### config.mk
export PLATFORM = sky130hd
export DESIGN_NAME = i2s_port
export DESIGN_NICKNAME = d
export VERILOG_FILES = /design/src/rtl/i2s_pkg.sv /design/src/rtl/i2s_ctrl.sv /design/src/rtl/i2s_dp.sv /design/src/rtl/i2s_port.sv
export SDC_FILE = /design/constraint.sdc
export NUM_CORES = 1
export LEC_CHECK = 0
export BUFFER_PORTS_ARGS = -buffer_cell sky130_fd_sc_hd__buf_2
export CORE_MARGIN = 2
export CORE_UTILIZATION = 50
export CTS_CLUSTER_DIAMETER = 40
export CTS_CLUSTER_SIZE = 20
export DETAILED_ROUTE_END_ITERATION = 6
export GPL_TIMING_DRIVEN = 0
export MAX_ROUTING_LAYER = met4
export PLACE_DENSITY_LB_ADDON = 0.12
export SLEW_MARGIN = 20
export SYNTH_ARGS = -nofsm -noshare
export SYNTH_HDL_FRONTEND = slang
export SYNTH_SLANG_ARGS = --single-unit
### constraint.sdc
create_clock -name clk -period 4.5 [get_ports clk]
set_input_delay 1.35 -clock clk [delete_from_list [all_inputs] [get_ports clk]]
set_output_delay 1.35 -clock clk [all_outputs]
set_load 0.01 [all_outputs]
### src/rtl/i2s_pkg.sv
package i2s_pkg;

  typedef enum logic [1:0] {
    FMT_I2S  = 2'd0,
    FMT_LJ   = 2'd1,
    FMT_RJ   = 2'd2,
    FMT_RSVD = 2'd3
  } fmt_e;

  // strobes from the timing control to the datapath
  typedef struct packed {
    logic       fall;
    logic       rise;
    logic       synced;
    logic [5:0] slot;
    logic [5:0] slotNext;
  } strobes_t;

endpackage

### src/rtl/i2s_ctrl.sv
module i2s_ctrl
  import i2s_pkg::*;
#(
  parameter int DIV = 2
) (
  input  logic     clk,
  input  logic     rstN,
  input  logic     isMaster,
  input  logic     bclkIn,
  input  logic     lrclkIn,
  output logic     bclkOut,
  output logic     lrclkOut,
  output strobes_t strb
);

  localparam int DW = (DIV > 1) ? $clog2(DIV) : 1;
  localparam logic [DW-1:0] DIV_LAST = DW'(DIV - 1);

  logic [DW-1:0] divCnt;
  logic          bclkGen;
  logic [2:0]    bSync;
  logic [1:0]    lSync;
  logic          lrPrev;
  logic [5:0]    slot;
  logic [5:0]    slotNext;
  logic          synced;
  logic          genToggle;
  logic          fallTick;
  logic          riseTick;
  logic          lrSeen;

  // master bit clock divider
  always_ff @(posedge clk) begin
    if (!rstN || !isMaster) begin
      divCnt  <= '0;
      bclkGen <= 1'b0;
    end else if (divCnt == DIV_LAST) begin
      divCnt  <= '0;
      bclkGen <= ~bclkGen;
    end else begin
      divCnt <= divCnt + 1'b1;
    end
  end

  // follower synchronisers
  always_ff @(posedge clk) begin
    if (!rstN) begin
      bSync <= '0;
      lSync <= '0;
    end else begin
      bSync <= {bSync[1:0], bclkIn};
      lSync <= {lSync[0], lrclkIn};
    end
  end

  assign genToggle = isMaster && (divCnt == DIV_LAST);
  assign lrSeen    = lSync[1];

  always_comb begin
    if (isMaster) begin
      fallTick = genToggle && bclkGen;
      riseTick = genToggle && !bclkGen;
    end else begin
      fallTick = bSync[2] && !bSync[1];
      riseTick = !bSync[2] && bSync[1];
    end
    if (!isMaster && (lrSeen != lrPrev)) slotNext = {lrSeen, 5'd0};
    else                                 slotNext = slot + 6'd1;
  end

  always_ff @(posedge clk) begin
    if (!rstN) begin
      slot   <= 6'd63;
      lrPrev <= 1'b1;
      synced <= 1'b0;
    end else if (fallTick) begin
      slot   <= slotNext;
      lrPrev <= lrSeen;
      synced <= 1'b1;
    end
  end

  assign bclkOut  = isMaster && bclkGen;
  assign lrclkOut = isMaster && slot[5];

  always_comb begin
    strb.fall     = fallTick;
    strb.rise     = riseTick;
    strb.synced   = synced;
    strb.slot     = slot;
    strb.slotNext = slotNext;
  end


  lr_on_fall_chk: assert property (@(posedge clk) disable iff (!rstN)
    !$stable(lrclkOut) |-> $fell(bclkOut));

endmodule

### src/rtl/i2s_dp.sv
module i2s_dp
  import i2s_pkg::*;
#(
  parameter int W = 24
) (
  input  logic         clk,
  input  logic         rstN,
  input  fmt_e         fmt,
  input  strobes_t     strb,
  input  logic [W-1:0] txLeft,
  input  logic [W-1:0] txRight,
  input  logic         txValid,
  output logic         txReady,
  output logic         sdOut,
  input  logic         sdIn,
  output logic [W-1:0] rxLeft,
  output logic [W-1:0] rxRight,
  output logic         rxValid
);

  localparam logic [6:0] RJ_SHIFT = 7'(32 - W);
  localparam logic [6:0] TOP_IDX  = 7'(W - 1);
  localparam logic [6:0] WIDTH7   = 7'(W);

  typedef struct packed {
    logic       hit;
    logic       chan;
    logic [4:0] idx;
  } bitPos_t;

  // slot number -> channel and sample bit index for the selected framing
  function automatic bitPos_t mapSlot(input fmt_e f, input logic [5:0] s);
    bitPos_t    r;
    logic [5:0] q;
    logic [6:0] k;
    q      = (f == FMT_I2S) ? s - 6'd1 : s;
    k      = {2'b00, q[4:0]} - ((f == FMT_RJ) ? RJ_SHIFT : 7'd0);
    r.hit  = !k[6] && (k < WIDTH7);
    r.chan = q[5];
    r.idx  = 5'(TOP_IDX - k);
    return r;
  endfunction

  logic [W-1:0] holdL, holdR, actL, actR, pendR;
  logic [W-1:0] shL, shR;
  logic         holdFull;
  logic         latchPair;
  bitPos_t      txPos, rxPos;

  assign txPos     = mapSlot(fmt, strb.slotNext);
  assign rxPos     = mapSlot(fmt, strb.slot);
  assign latchPair = strb.fall && (strb.slotNext == 6'd63);
  assign txReady   = !holdFull;

  // transmit side
  always_ff @(posedge clk) begin
    if (!rstN) begin
      holdL <= '0; holdR <= '0; holdFull <= 1'b0;
      actL <= '0; actR <= '0; pendR <= '0;
      sdOut <= 1'b0;
    end else begin
      if (strb.fall) begin
        sdOut <= txPos.hit ? (txPos.chan ? actR[txPos.idx] : actL[txPos.idx]) : 1'b0;
        if (strb.slotNext == 6'd31) actR <= pendR;
      end
      if (latchPair) begin
        actL     <= holdFull ? holdL : '0;
        pendR    <= holdFull ? holdR : '0;
        holdFull <= 1'b0;
      end
      if (txValid && !holdFull) begin
        holdL    <= txLeft;
        holdR    <= txRight;
        holdFull <= 1'b1;
      end
    end
  end

  // receive side
  always_ff @(posedge clk) begin
    if (!rstN) begin
      shL <= '0; shR <= '0;
      rxLeft <= '0; rxRight <= '0; rxValid <= 1'b0;
    end else begin
      rxValid <= 1'b0;
      if (strb.rise && strb.synced && rxPos.hit) begin
        if (rxPos.chan) shR[rxPos.idx] <= sdIn;
        else            shL[rxPos.idx] <= sdIn;
        if (rxPos.chan && rxPos.idx == 5'd0) begin
          rxLeft  <= shL;
          rxRight <= {shR[W-1:1], sdIn};
          rxValid <= 1'b1;
        end
      end
    end
  end


  sd_on_fall_chk: assert property (@(posedge clk) disable iff (!rstN)
    !$stable(sdOut) |-> $past(strb.fall));


  ready_drop_chk: assert property (@(posedge clk) disable iff (!rstN)
    txValid && txReady |=> !txReady);


  rx_pulse_chk: assert property (@(posedge clk) disable iff (!rstN)
    rxValid |=> !rxValid);

endmodule

### src/rtl/i2s_port.sv
module i2s_port
  import i2s_pkg::*;
#(
  parameter int W   = 24,
  parameter int DIV = 2
) (
  input  logic         clk,
  input  logic         rstN,
  input  logic [1:0]   fmtSel,
  input  logic         isMaster,
  input  logic         bclkIn,
  input  logic         lrclkIn,
  input  logic         sdIn,
  output logic         bclkOut,
  output logic         lrclkOut,
  output logic         sdOut,
  input  logic [W-1:0] txLeft,
  input  logic [W-1:0] txRight,
  input  logic         txValid,
  output logic         txReady,
  output logic [W-1:0] rxLeft,
  output logic [W-1:0] rxRight,
  output logic         rxValid
);

  fmt_e     fmt;
  strobes_t strb;

  assign fmt = fmt_e'(fmtSel);

  i2s_ctrl #(.DIV(DIV)) u_ctrl (
    .clk      (clk),
    .rstN     (rstN),
    .isMaster (isMaster),
    .bclkIn   (bclkIn),
    .lrclkIn  (lrclkIn),
    .bclkOut  (bclkOut),
    .lrclkOut (lrclkOut),
    .strb     (strb)
  );

  i2s_dp #(.W(W)) u_dp (
    .clk     (clk),
    .rstN    (rstN),
    .fmt     (fmt),
    .strb    (strb),
    .txLeft  (txLeft),
    .txRight (txRight),
    .txValid (txValid),
    .txReady (txReady),
    .sdOut   (sdOut),
    .sdIn    (sdIn),
    .rxLeft  (rxLeft),
    .rxRight (rxRight),
    .rxValid (rxValid)
  );

endmodule

======== Yosys cells after proc, flatten, opt, wreduce, memory -nomap -nowiden ========
Index checks and enable logic that the tools add are counted.
word-level totals
  register bits ........................... 234
  latch bits .............................. 0
  memory bits (writable) .................. 0
  memory bits (read-only) ................. 0
  output and inout bits ................... 53
  memories kept ........................... 0
cells by class
  $add $sub $neg .......................... 8
  $mul .................................... 0
  divide/modulo/power cells ............... 0
  $lt $le $gt $ge ......................... 5
  equality and inequality tests ........... 4
  shifts and indexed selects .............. 0
  multiplexer cells ....................... 21
  bitwise operators ....................... 2
  reductions and logical operators ........ 34
operators with widths
  cell                 number
  $bwmux 24            2
  $mux 24              2
  $mux 6               3
  $logic_and 1x1->1    16
  $lt 7x5->1 const B   2
  $lt 5x6->1 const B   2
  $sub 5x4->6          2
  $sub 6x1->6 const B  2
  $bmux 1 s5           2
  $mux 1               10
  $reduce_and 2->1     5
  $sub 5x5->5 const A  2
  $logic_not 1->1      8
  $add 6x1->6 const B  1
  $eq 6x5->1 const B   1
  $eq 6x6->1 const B   1
  $demux 1 s5          1
  $ge 5x1->1 const B   1
  $logic_not 5->1      1
  $mux 4               1
  $eq 2x2->1 const B   1
  $logic_not 2->1      1
  $not 1->1            2
  $reduce_bool 2->1    1
  other kinds (4)      4

======== Depth between registers and ports, before layout ========
Gate-level depths: netlist of run 1.
  word-level depth ........................ 11
  depth in mapped cells ................... 19

======== By module ========
From an unflattened synthesis of run 1, not the netlist that was laid out.
unflattened totals
  cells, all modules ...................... 1,218
  area total of the unflattened synthesis .. 10,023.4 um2
modules (own cells, without submodules)
  module    instances  cells an instance  area each (um2)
  i2s_dp    1          1,137              9,288.9
  i2s_ctrl  1          81                 734.5

======== Least setup slack after synthesis of run 1 ========
OpenSTA, ideal clock, no wires.
  kind .................................... input to register
  start point ............................. input fmtSel[1]
  end point ............................... register u_dp.rxRight[10]
  setup time .............................. 132 ps
  arrival time ............................ 4,156 ps
  setup slack ............................. 212 ps
  stages .................................. 17
  buffers on the path ..................... 4
  path through ............................ nor2_4 -> and2_1 -> xnor2_1 -> ha_1 -> ha_1 -> inv_1 -> ha_1 -> nor4b_4 -> nand2b_4 -> or2_1 -> buf_2 -> or4_1 -> clkbuf_1 -> buf_6 -> buf_6 -> nand2_1 -> a21oi_1
between the ends
  cells in the longest elaborated chain, start to end .. 7
  elaborated cells on any way between the ends .. 13
  those cells by class .................... add/sub: 2; order compare: 1; eq/ne: 1; mux: 2; reduce/logical: 7
ends and longest elaborated chain
  item                                                  RTL line                    text
  start, declared                                       i2s_port.sv:9               input logic [1:0] fmtSel,
  $eq 2x2->1 or $logic_not 2->1 (tied branches)         i2s_dp.sv:37, i2s_dp.sv:36
  $mux 4 or $mux 6 (tied branches)                      i2s_dp.sv:37, i2s_dp.sv:36
  $sub 5x4->6                                           i2s_dp.sv:37                k = {2'b00, q[4:0]} - ((f == FMT_RJ) ? RJ_SHIFT : 7'd0);
  $sub 5x5->5, or another cell as far along             i2s_dp.sv:40                r.idx = 5'(TOP_IDX - k);
  $logic_not 5->1 or $logic_and 1x1->1 (tied branches)  i2s_dp.sv:89, i2s_dp.sv:38
  $logic_and 1x1->1 (on tied branches)                  i2s_dp.sv:89, i2s_dp.sv:86
  $reduce_and 2->1 (no source line) (*)                 --
  end signal, assigned                                  i2s_dp.sv:91                rxRight <= {shR[W-1:1], sdIn};
  end, declared                                         i2s_dp.sv:17                output logic [W-1:0] rxRight,
Mark *: on every way between the ends. The rest lies on a longest branch, timed or not.
A chain may end at the register's enable or synchronous reset.

======== Worst setup path in the final report of run 1 ========
  start point ............................. input fmtSel[0]
  end point ............................... register u_dp.rxRight[15]
The elaborated chain is that of the path after synthesis.

==> results of run 1 <==
-- kinds of logic (layout without fill, tap and decap cells) --
| logic type | Yosys count | count (layout) |
|---|---|---|
| multiplexers | 41 | 41 |
| XOR/XNOR | 16 | 16 |
| adder cells (fa/ha/maj) | 13 | 13 |
| flip-flops | 233 | 233 |
| buffers and inverters | 96 | 260 |
| AND/OR/NAND/NOR | 501 | 501 |
| AO/OA/AOI/OAI | 262 | 262 |
-- registers in the layout (all words and copies together) (netlist names), 2 cells and up --
name          count
u_dp.holdR       24
u_ctrl.slot       6
u_dp.actR        24
u_dp.shR         23
u_dp.pendR       24
u_ctrl.bSync      3
u_dp.shL         24
u_dp.actL        24
u_ctrl.lSync      2
u_dp.rxRight     24
u_dp.holdL       24
u_dp.rxLeft      24
-- cell usage after synthesis, drive strengths merged --
cell type / n
nor2: 94
xor2: 8
a311o: 1
a31oi: 6
o21ai: 42
ha: 13
buf: 22
a22oi: 2
inv: 12
nand2: 294
a211o: 2
a221oi: 2
clkbuf: 62
nor3: 9
a2bb2oi: 1
xnor2: 8
a21oi: 193
a32oi: 3
mux4: 4
nor3b: 2
o211ai: 4
nand2b: 2
or2: 4
o21a: 1
nand4: 1
and3: 2
dfxtp: 233
nor4b: 1
o31ai: 1
nor2b: 4
or4b: 1
nor4: 1
and2: 15
or4: 1
nand3: 63
a32o: 3
mux2i: 37
or3: 7
o311ai: 1
-- how the worst min path moves through the flow --
stage | slack [ns] | depth (start not counted) | endpoint
after global routing | 0.46 | 1 | u_ctrl.lSync[1]
final | 0.43 | 1 | u_ctrl.lSync[1]
after detailed placement | 0.42 | 1 | u_ctrl.lSync[1]
after floorplan | 0.41 | 1 | u_ctrl.bSync[1]
after CTS | 0.43 | 1 | u_ctrl.lSync[1]
after global placement | 0.42 | 1 | u_ctrl.lSync[1]
-- stage by stage --
| stage | std cells | power, mW | TNS (ns) |
|---|---|---|---|
| finish | 1560 | 4.75 | 0 |
| floorplan | 1162 | 2.36 | 0 |
| global route | 1560 | 4.92 | 0 |
| global placement | 1504 | 2.45 | -10.20 |
| detailed placement | 1504 | 2.45 | -13.44 |
| CTS | 1558 | 4.78 | 0 |
-- where the power goes --
| part | leakage [nW] | switching, mW | internal, mW |
|---|---|---|---|
| logic | 2.06 | 0.193 | 0.105 |
| registers | 1.89 | 0.0188 | 2.10 |
| clock network | 0.490 | 0.964 | 1.38 |
-- metal layers --
layer | global-route usage (%) | wire length [um]
met1 | 28.6 | 10300
met2 | 40.6 | 11100
met3 | 3.40 | 1060
met4 | 8.74 | 741
met5 | - | 0
-- final cells by class --
type	count	area share, %
tap	234	2.60
sequential	233	41.4
inverter	12	0.400
clock buffer	34	7.17
timing repair buffer	110	4.93
clock inverter	20	1.69
multi-input combinational	833	38.5
buffer	84	3.32
-- what timing repair did --
item / CTS / global route
endpoints found under the setup margin: 0 / 20
hold buffers: 0 / 0
buffers inserted: 0 / 2
resized for setup: 0 / 2
==> impl_metrics.toml, run 1 <==
[yosys]
synth.net_count = 1232
synth_area_leader_cell = "dfxtp_1"
avgSynthCellArea_um2 = 8.09
synth_warnings = 0
synth-adder-area-share_pct = 1.73
synth_mux_area_share_pct = 4.90
ys_types = 51
ys_seq_area_share_pct = 49.6
synth-simple-area-share_pct = 22.7
synthCells = 1162
ys_ff_latch = 233
synth-compound-area-share_pct = 15.0
yosys-top-cells-area = "dfxtp_1 50%, nand2_1 12%, a21oi_1 10%"
synth_top_family_by_area = "simple AND/OR/NAND/NOR gates"
syn_area_mm2 = 0.00940
synth-xor-area-share_pct = 1.65
synth_top_area_share_pct = 49.6

[clocking]
clockBufferDepth = 3
insertion_delay_ns = 0.55
ctsHtreeMaxLevel = 1
cts_tree = "done"
clk_pin_slew_ns = 0.06
clock_sinks = 233
cts-buffers-inserted = 31
clockRootBuffer = "clkbuf_16"

[finish]
fin_util_pct = 60.6
final_cell_mix = "294 x nand2_1, 233 x dfxtp_1, 193 x a21oi_1, 119 x buf_2, 92 x nor2_1"
final_common_cell = "nand2_1"
area_delta_synth_final_pct = 19.7
multiInputGateArea_mm2 = 0.00433
seqCellArea_mm2 = 0.00466
nNetsFinal = 1375
diodes = 0
nFillCells = 1789
drive_above_1_share_pct = 15.1
fin_area_mm2 = 0.0113

[timing]
fmax_mhz = 233
setup_violations = 0
finalCritPeriodShare_pct = 95.4
hold_violations = 0
whs_ns = 0.432
rsz0062_at_grt = "false"
fin_crit_ns = 4.29
relSlewSlack_pct = 43.4
finalClockSkew_ns = 0.0207
drv_slew = 0
worst-slew-pin-transition_ns = 0.849
fin_ws_ns = 0.209

[detailed_routing]
num_vias = 8195
wl_per_cell_um = 14.8
dr.pass1.iters = 5
ant_nets = 0
wl_mm = 23.1
drt_iter0_drc = 411
drc_errors = 0
via_per_inst = 5.25

[floorplanning]
io-pin-count = 110
start_util_pct = 50.6
core_area_mm2 = 0.0186
die_width_um = 141
die_area_mm2 = 0.0199
num_rows = 50
die_y_um = 141

[grt]
grt_use_total_pct = 23.8
grt_pass1_vias = 7790
grt_max_degree = 17
antenna_found_initial = 0
grt_pass1_wl_mm = 37.9
overflow = 0

[run]
maxCapViolations = 0

[critical_path]
endpoint = "u_dp.rxRight[15]"
timing.rr.end = "u_dp.rxRight[15]"
path_cells = "buf_2 > nor2_4 > nand2_1 > nor3_1 > xnor2_1 > ha_1 > inv_1 > ha_1 > nor4b_4 > nand2b_4 > or2_1 > buf_2 > or4_1 > clkbuf_1 > buf_6 > buf_6 > nand2_1 > a21oi_1"
critPathKind = "in -> reg"
critical_path.startpoint = "fmtSel[0]"
cpLargestDelayFamily = "simple AND/OR/NAND/NOR gates"
cp.arrival_ns = 4.70
path_buf_inv = 6
ff2ff_setup_slack_ns = 0.53
required_ns = 4.90
cp_slowest_cell = "or4_1"
slowest_delay_ns = 0.41
path_max_fanout = 10
crit_cells = 18
r2r-start = "u_ctrl.slot[0]"
worst_setup_path_end_kind = "flop"
worstSetupStartpointType = "input port"
rr_worst_depth = 19

[place]
dpl_cell_area_mm2 = 0.0102
dp_hpwl_mm = 16.7
numPortBuffers = 108
pre_cts_slack_ns = -0.389
place_congestion = 0.900

[pwr]
vdd_drop_max_mv = 0.271
p_leak_nw = 4.44
powerDensity_mw_per_mm2 = 422

[outcome]
outcome = "finished, final reports clean"

[min_path]
min_path_type = "reg -> reg"
min-delay-start = "u_ctrl.lSync[0]"
Power figures use the tool's default switching activity.
==> run 2: changes to the inputs <==
--- a/config.mk
+++ b/config.mk
@@ -17,4 +17,5 @@
 export SLEW_MARGIN = 20
 export SYNTH_ARGS = -nofsm -noshare
 export SYNTH_HDL_FRONTEND = slang
+export SYNTH_HIERARCHICAL = 1
 export SYNTH_SLANG_ARGS = --single-unit
==> run 2 against run 1 <==
Core utilization is 0.95 points higher. Sequential power hardly changed. Largest cell class is now multi-input gates. Clock-buffer cell count is 13 higher. Sequential cell count stayed put. Die area is 6.4% higher. Combinational power hardly changed.
==> impl_metrics.toml, run 2 <==
[outcome]
outcome = "finished, final reports clean"

[timing]
drv_slew = 0
finalClockSkew_ns = 0.0231
relSlewSlack_pct = 40.6
finalCritPeriodShare_pct = 94.4
fin_ws_ns = 0.254
setup_violations = 0
fin_crit_ns = 4.25
hold_violations = 0
worst-slew-pin-transition_ns = 0.884
fmax_mhz = 235

[floorplanning]
start_util_pct = 51.2
die_width_um = 146
num_rows = 51
io-pin-count = 110
core_area_mm2 = 0.0196
die_y_um = 146
die_area_mm2 = 0.0212

[detailed_routing]
dr.pass1.iters = 5
ant_nets = 0
wl_mm = 23.7
via_per_inst = 5.16
num_vias = 8506
drc_errors = 0
wl_per_cell_um = 14.4
drt_iter0_drc = 376

[yosys]
synth_common_cells = "360 x nand2_1, 233 x dfxtp_1, 189 x a21boi_0"
synth_area_leader_cell = "dfxtp_1"
ys_types = 66
synth_top_area_share_pct = 46.5
yosysMostFrequentCell = "nand2_1"
syn_area_mm2 = 0.0100
synthCells = 1218
asyncSetResetFlopFracSynth_pct = 0
synth_ff_type = "dfxtp_1"
ys_ff_latch = 233
synth-edff-count = 0
synth.net_count = 1288
ys_seq_area_share_pct = 46.5
yosys-top-cells-area = "dfxtp_1 47%, a21boi_0 14%, nand2_1 13%"
avgSynthCellArea_um2 = 8.23
synth_warnings = 6

[run]
maxCapViolations = 0

[min_path]
min_path_cells = 1
min-delay-start = "u_ctrl/bSync[0]"
hold_path_end = "u_ctrl/bSync[1]"
min_path_type = "reg -> reg"

[finish]
final_common_cell = "nand2_1"
instances_no_fill = 1650
nFillCells = 1839
area_delta_synth_final_pct = 20.3
drive_above_1_share_pct = 14.4
nNetsFinal = 1429
final_cell_mix = "360 x nand2_1, 233 x dfxtp_1, 189 x a21boi_0, 112 x buf_2, 76 x clkbuf_1"

[grt]
met3_usage_pct = 3.45
grt_most_used_layer = "met2"
gr-usage-met2_pct = 39.9
grt_use_met1_pct = 27.0
overflow = 0
antenna_found_initial = 0
grt_max_degree = 13
grt_pass1_wl_mm = 40.0
grt_pass1_vias = 8297
grt_use_total_pct = 23.3

[critical_path]
r2r-start = "u_ctrl/lrPrev"
worstSetupStartpointType = "input port"
rr_worst_depth = 13
path_max_fanout = 10
critPathKind = "in -> reg"
required_ns = 4.89
cp.arrival_ns = 4.64
ff2ff_setup_slack_ns = 0.75
timing.rr.end = "u_dp/sdOut"
worst_setup_path_end_kind = "flop"

[place]
pre_cts_slack_ns = -0.478
place_congestion = 0.888
dp_hpwl_mm = 17.0
placed_cells = 1588
numPortBuffers = 105

[clocking]
holdBufCountCts = 0
ctsHtreeMaxLevel = 2
insertion_delay_ns = 0.51
clk_pin_slew_ns = 0.05
clockRootBuffer = "clkbuf_16"
cts-buffers-inserted = 34
clock_sinks = 233
cts_tree = "done"
clockBufferDepth = 3

[pwr]
p_leak_nw = 4.41
vdd_drop_max_mv = 0.258
powerDensity_mw_per_mm2 = 419
[run 2: cell count changes after synthesis, sizes merged, moves of 6 or more]
cell    change
nor2       -34
o22ai       +8
nand3       -6
a21boi    +209
inv         +6
nor2b       +6
clkbuf      +9
mux2i      -24
nand2      +67
a21oi     -186
[run 2: logic make-up (layout without fill, tap and decap cells)]
| logic type | Yosys count | in the layout | synth area share, % |
|---|---|---|---|
| AOI/OAI and AO/OA | 299 | 299 | 21.5 |
| muxes | 19 | 19 | 2.20 |
| buffers and inverters | 111 | 277 | 4.77 |
| other | 0 | 1 | 0 |
| adders and majority gates | 13 | 13 | 1.62 |
| xor gates and xnor gates | 14 | 14 | 1.22 |
| DFF | 233 | 233 | 46.5 |
| and+or+nand+nor | 529 | 529 | 22.2 |
[run 2: where the power goes]
| group | internal (mW) | switching, mW |
|---|---|---|
| logic | 0.118 | 0.177 |
| clock network | 1.70 | 0.932 |
| registers | 2.10 | 0.0200 |
| total | 3.92 | 1.13 |
[run 2: layer usage]
metal  vias to the layer above  wire length [um]
li1                       4358                 -
met1                      3908             10400
met2                       185             11700
met3                        55               921
met4                         0               748
met5                         -                 0
[run 2: what timing repair did]
action                                  4_1_cts  5_1_grt
gates resized for setup                       0        2
endpoints found under the setup margin        0       11
buffers inserted                              0        0
[run 2: worst max path at each step]
stage | start | end | slack (ns) | cells past startpoint
after floorplan | fmtSel[1] | u_dp/rxLeft[10] | 0.30 | 17
after global placement | isMaster | u_dp/sdOut | -0.42 | 13
after CTS | isMaster | u_dp/sdOut | 0.12 | 13
after global routing | fmtSel[0] | u_dp/rxLeft[22] | -0.0002 | 17
after detailed placement | isMaster | u_dp/sdOut | -0.48 | 13
final | isMaster | u_dp/sdOut | 0.25 | 13
[run 2: cell type report]
| type | count | area, um2 | share of cell area (%) |
|---|---|---|---|
| timing repair buffer | 105 | 526 | 4.36 |
| multi-input combinational | 874 | 4900 | 40.6 |
| sequential | 233 | 4660 | 38.7 |
| clock inverter | 14 | 179 | 1.48 |
| clock buffer | 47 | 980 | 8.12 |
| buffer | 93 | 410 | 3.40 |
| inverter | 18 | 67.6 | 0.560 |
| antenna | 1 | 2.50 | 0.0208 |
| tap | 265 | 332 | 2.75 |
[run 2: worst max-delay path: stages]
cell      delay [ns]
buf_6           0.11
and2b_2         0.27
nor2_1          0.13
clkbuf_1        0.32
inv_1           0.13
ha_1            0.31
or3b_2          0.50
mux2i_1         0.58
inv_1           0.21
o22ai_1         0.22
nor4_1          0.07
a311oi_1        0.32
o31ai_1         0.10
[run 2: stage by stage]
step	area [um2]	total power, mW	TNS, ns	utilization [%]	hold WS (ns)
floorplan	10000	2.36	0	-	0.412
global placement	10900	2.45	-3.11	55.5	0.414
detailed placement	10900	2.45	-7.08	55.5	0.425
CTS	12000	5.10	0	61.5	0.437
global route	12100	5.24	-0.000245	61.5	0.451
finish	12100	5.05	0	61.6	0.434
==> run 3: changes to the inputs <==
--- a/config.mk
+++ b/config.mk
@@ -5,12 +5,12 @@
 export SDC_FILE = /design/constraint.sdc
 export NUM_CORES = 1
 export LEC_CHECK = 0
-export BUFFER_PORTS_ARGS = -buffer_cell sky130_fd_sc_hd__buf_2
 export CORE_MARGIN = 2
 export CORE_UTILIZATION = 50
 export CTS_CLUSTER_DIAMETER = 40
 export CTS_CLUSTER_SIZE = 20
 export DETAILED_ROUTE_END_ITERATION = 6
+export DONT_BUFFER_PORTS = 1
 export GPL_TIMING_DRIVEN = 0
 export MAX_ROUTING_LAYER = met4
 export PLACE_DENSITY_LB_ADDON = 0.12
==> run 3 against run 2 <==
Maximum frequency rose by 0.82%. Global-route usage down 0.68 points. Total power barely moved. Combinational power fell by 8.1%. Worst setup slack better by 0.034 ns. Worst hold slack worse by 0.0020 ns. Non-clock buffer count decreased by 105. Die area is the same. Critical endpoint unchanged.
==> impl_metrics.toml, run 3 (same netlist as run 2, synthesis figures left out) <==
[clocking]
ctsHtreeMaxLevel = 2
clockBufferDepth = 3
cts_tree = "done"
post_cts_buffers = 0
clk_pin_slew_ns = 0.05
clock_sinks = 233
holdBufCountCts = 0
cts-buffers-inserted = 34
clockRootBuffer = "clkbuf_16"
insertion_delay_ns = 0.49

[timing]
rsz0062_at_grt = "false"
finalClockSkew_ns = 0.0112
hold_violations = 0
worst-slew-pin-transition_ns = 0.934
fmax_mhz = 237
fin_setup_tns_ns = 0
finalCritPeriodShare_pct = 93.6
fin_crit_ns = 4.21
fin_ws_ns = 0.288
relSlewSlack_pct = 37.2
setup_violations = 0
drv_slew = 0

[pwr]
powerDensity_mw_per_mm2 = 438
p_leak_nw = 3.90
vdd_drop_max_mv = 0.318

[grt]
grt_use_total_pct = 22.6
grt_pass1_wl_mm = 38.7
grt_max_degree = 12
grt_pass1_vias = 7819
antenna_found_initial = 0
overflow = 0

[finish]
nNetsFinal = 1324
area_delta_synth_final_pct = 15.1
final_cell_mix = "360 x nand2_1, 233 x dfxtp_1, 189 x a21boi_0, 76 x clkbuf_1, 59 x nor2_1"
diodes = 0
drive_above_1_share_pct = 7.28
final_common_cell = "nand2_1"

[place]
numPortBuffers = 0
place_congestion = 0.887
pre_cts_slack_ns = -0.364
dp_hpwl_mm = 16.9

[floorplanning]
die_width_um = 146
die_y_um = 146
die_area_mm2 = 0.0212
io-pin-count = 110
start_util_pct = 51.2
core_area_mm2 = 0.0196
num_rows = 51

[detailed_routing]
num_vias = 8098
drt_iter0_drc = 344
ant_nets = 0
via_per_inst = 5.25
dr.pass1.iters = 5
wl_per_cell_um = 15.2
wl_mm = 23.4
drc_errors = 0

[critical_path]
critPathKind = "in -> reg"
required_ns = 4.87
path_max_fanout = 10
worstSetupStartpointType = "input port"
worst_setup_path_end_kind = "flop"
cp.arrival_ns = 4.58

[run]
maxCapViolations = 0

[outcome]
outcome = "finished, final reports clean"

[min_path]
min_path_type = "reg -> reg"
## run 3: changes by cell type in the layout (fill, tap and decap cells not counted), sizes merged
cell,change
clkbuf,-4
bufinv,+1
clkinvlp,+3
diode,-1
buf,-105
inv,-3
clkinv,+2
## run 3: final cells by class
type / instances / area [um2]
Multi-Input combinational cell: 874 / 4900
Fill cell: 1837 / 8060
Inverter: 18 / 67.6
Tap cell: 265 / 332
Clock inverter: 17 / 204
Clock buffer: 43 / 958
Sequential cell: 233 / 4660
Buffer: 93 / 410
## run 3: metrics by stage
step | instance area (um2) | power, mW | std cells | hold slack (ns) | util (%)
5_1_grt | 11500 | 5.23 | 1543 | 0.468 | 58.9
3_3_place_gp | 10400 | 2.43 | 1483 | 0.416 | 52.9
2_1_floorplan | 10000 | 2.36 | 1218 | 0.412 | -
3_5_place_dp | 10400 | 2.43 | 1483 | 0.421 | 52.9
4_1_cts | 11500 | 5.10 | 1543 | 0.433 | 58.8
6_report | 11500 | 5.05 | 1543 | 0.432 | 58.9
## run 3: power by group
part           internal [mW]  total [mW]  leakage (nW)  switching, mW
clock                   1.74        2.66         0.554          0.925
combinational          0.102       0.271          1.46          0.170
sequential              2.10        2.12          1.89         0.0204
## run 3: layer usage
layer  GRT usage, %  vias to the layer above  share of wire, %
met2           37.8                      169                48
met1           27.4                     3753                45
met3           3.82                       39               4.4
li1               -                     4137                 -
met4           8.43                        0               2.7
met5              -                        -                 0
## run 3: timing repair
item | 4_1_cts | 5_1_grt
resized for setup | 0 | 2
endpoints found under the setup margin | 0 | 9
hold endpoints to repair | 0 | 0
## run 3: critical path, cell delays in order
cell and delay, ns:
buf_6 0.11, and2b_2 0.27, nor2_1 0.14, clkbuf_1 0.29
inv_1 0.12, ha_1 0.31, or3b_2 0.50, mux2i_1 0.59
inv_1 0.20, o22ai_1 0.22, nor4_1 0.08, a311oi_1 0.29
o31ai_1 0.10
## run 3: path summary, 6_finish.rpt
path,start,to,slack [ns],cells past startpoint
setup / recovery,isMaster,u_dp/sdOut,0.29,13
hold / removal,u_ctrl/bSync[0],u_ctrl/bSync[1],0.43,1
setup reg to reg,u_ctrl/lrPrev,u_dp/sdOut,0.79,13
hold reg to reg,u_ctrl/bSync[0],u_ctrl/bSync[1],0.43,1
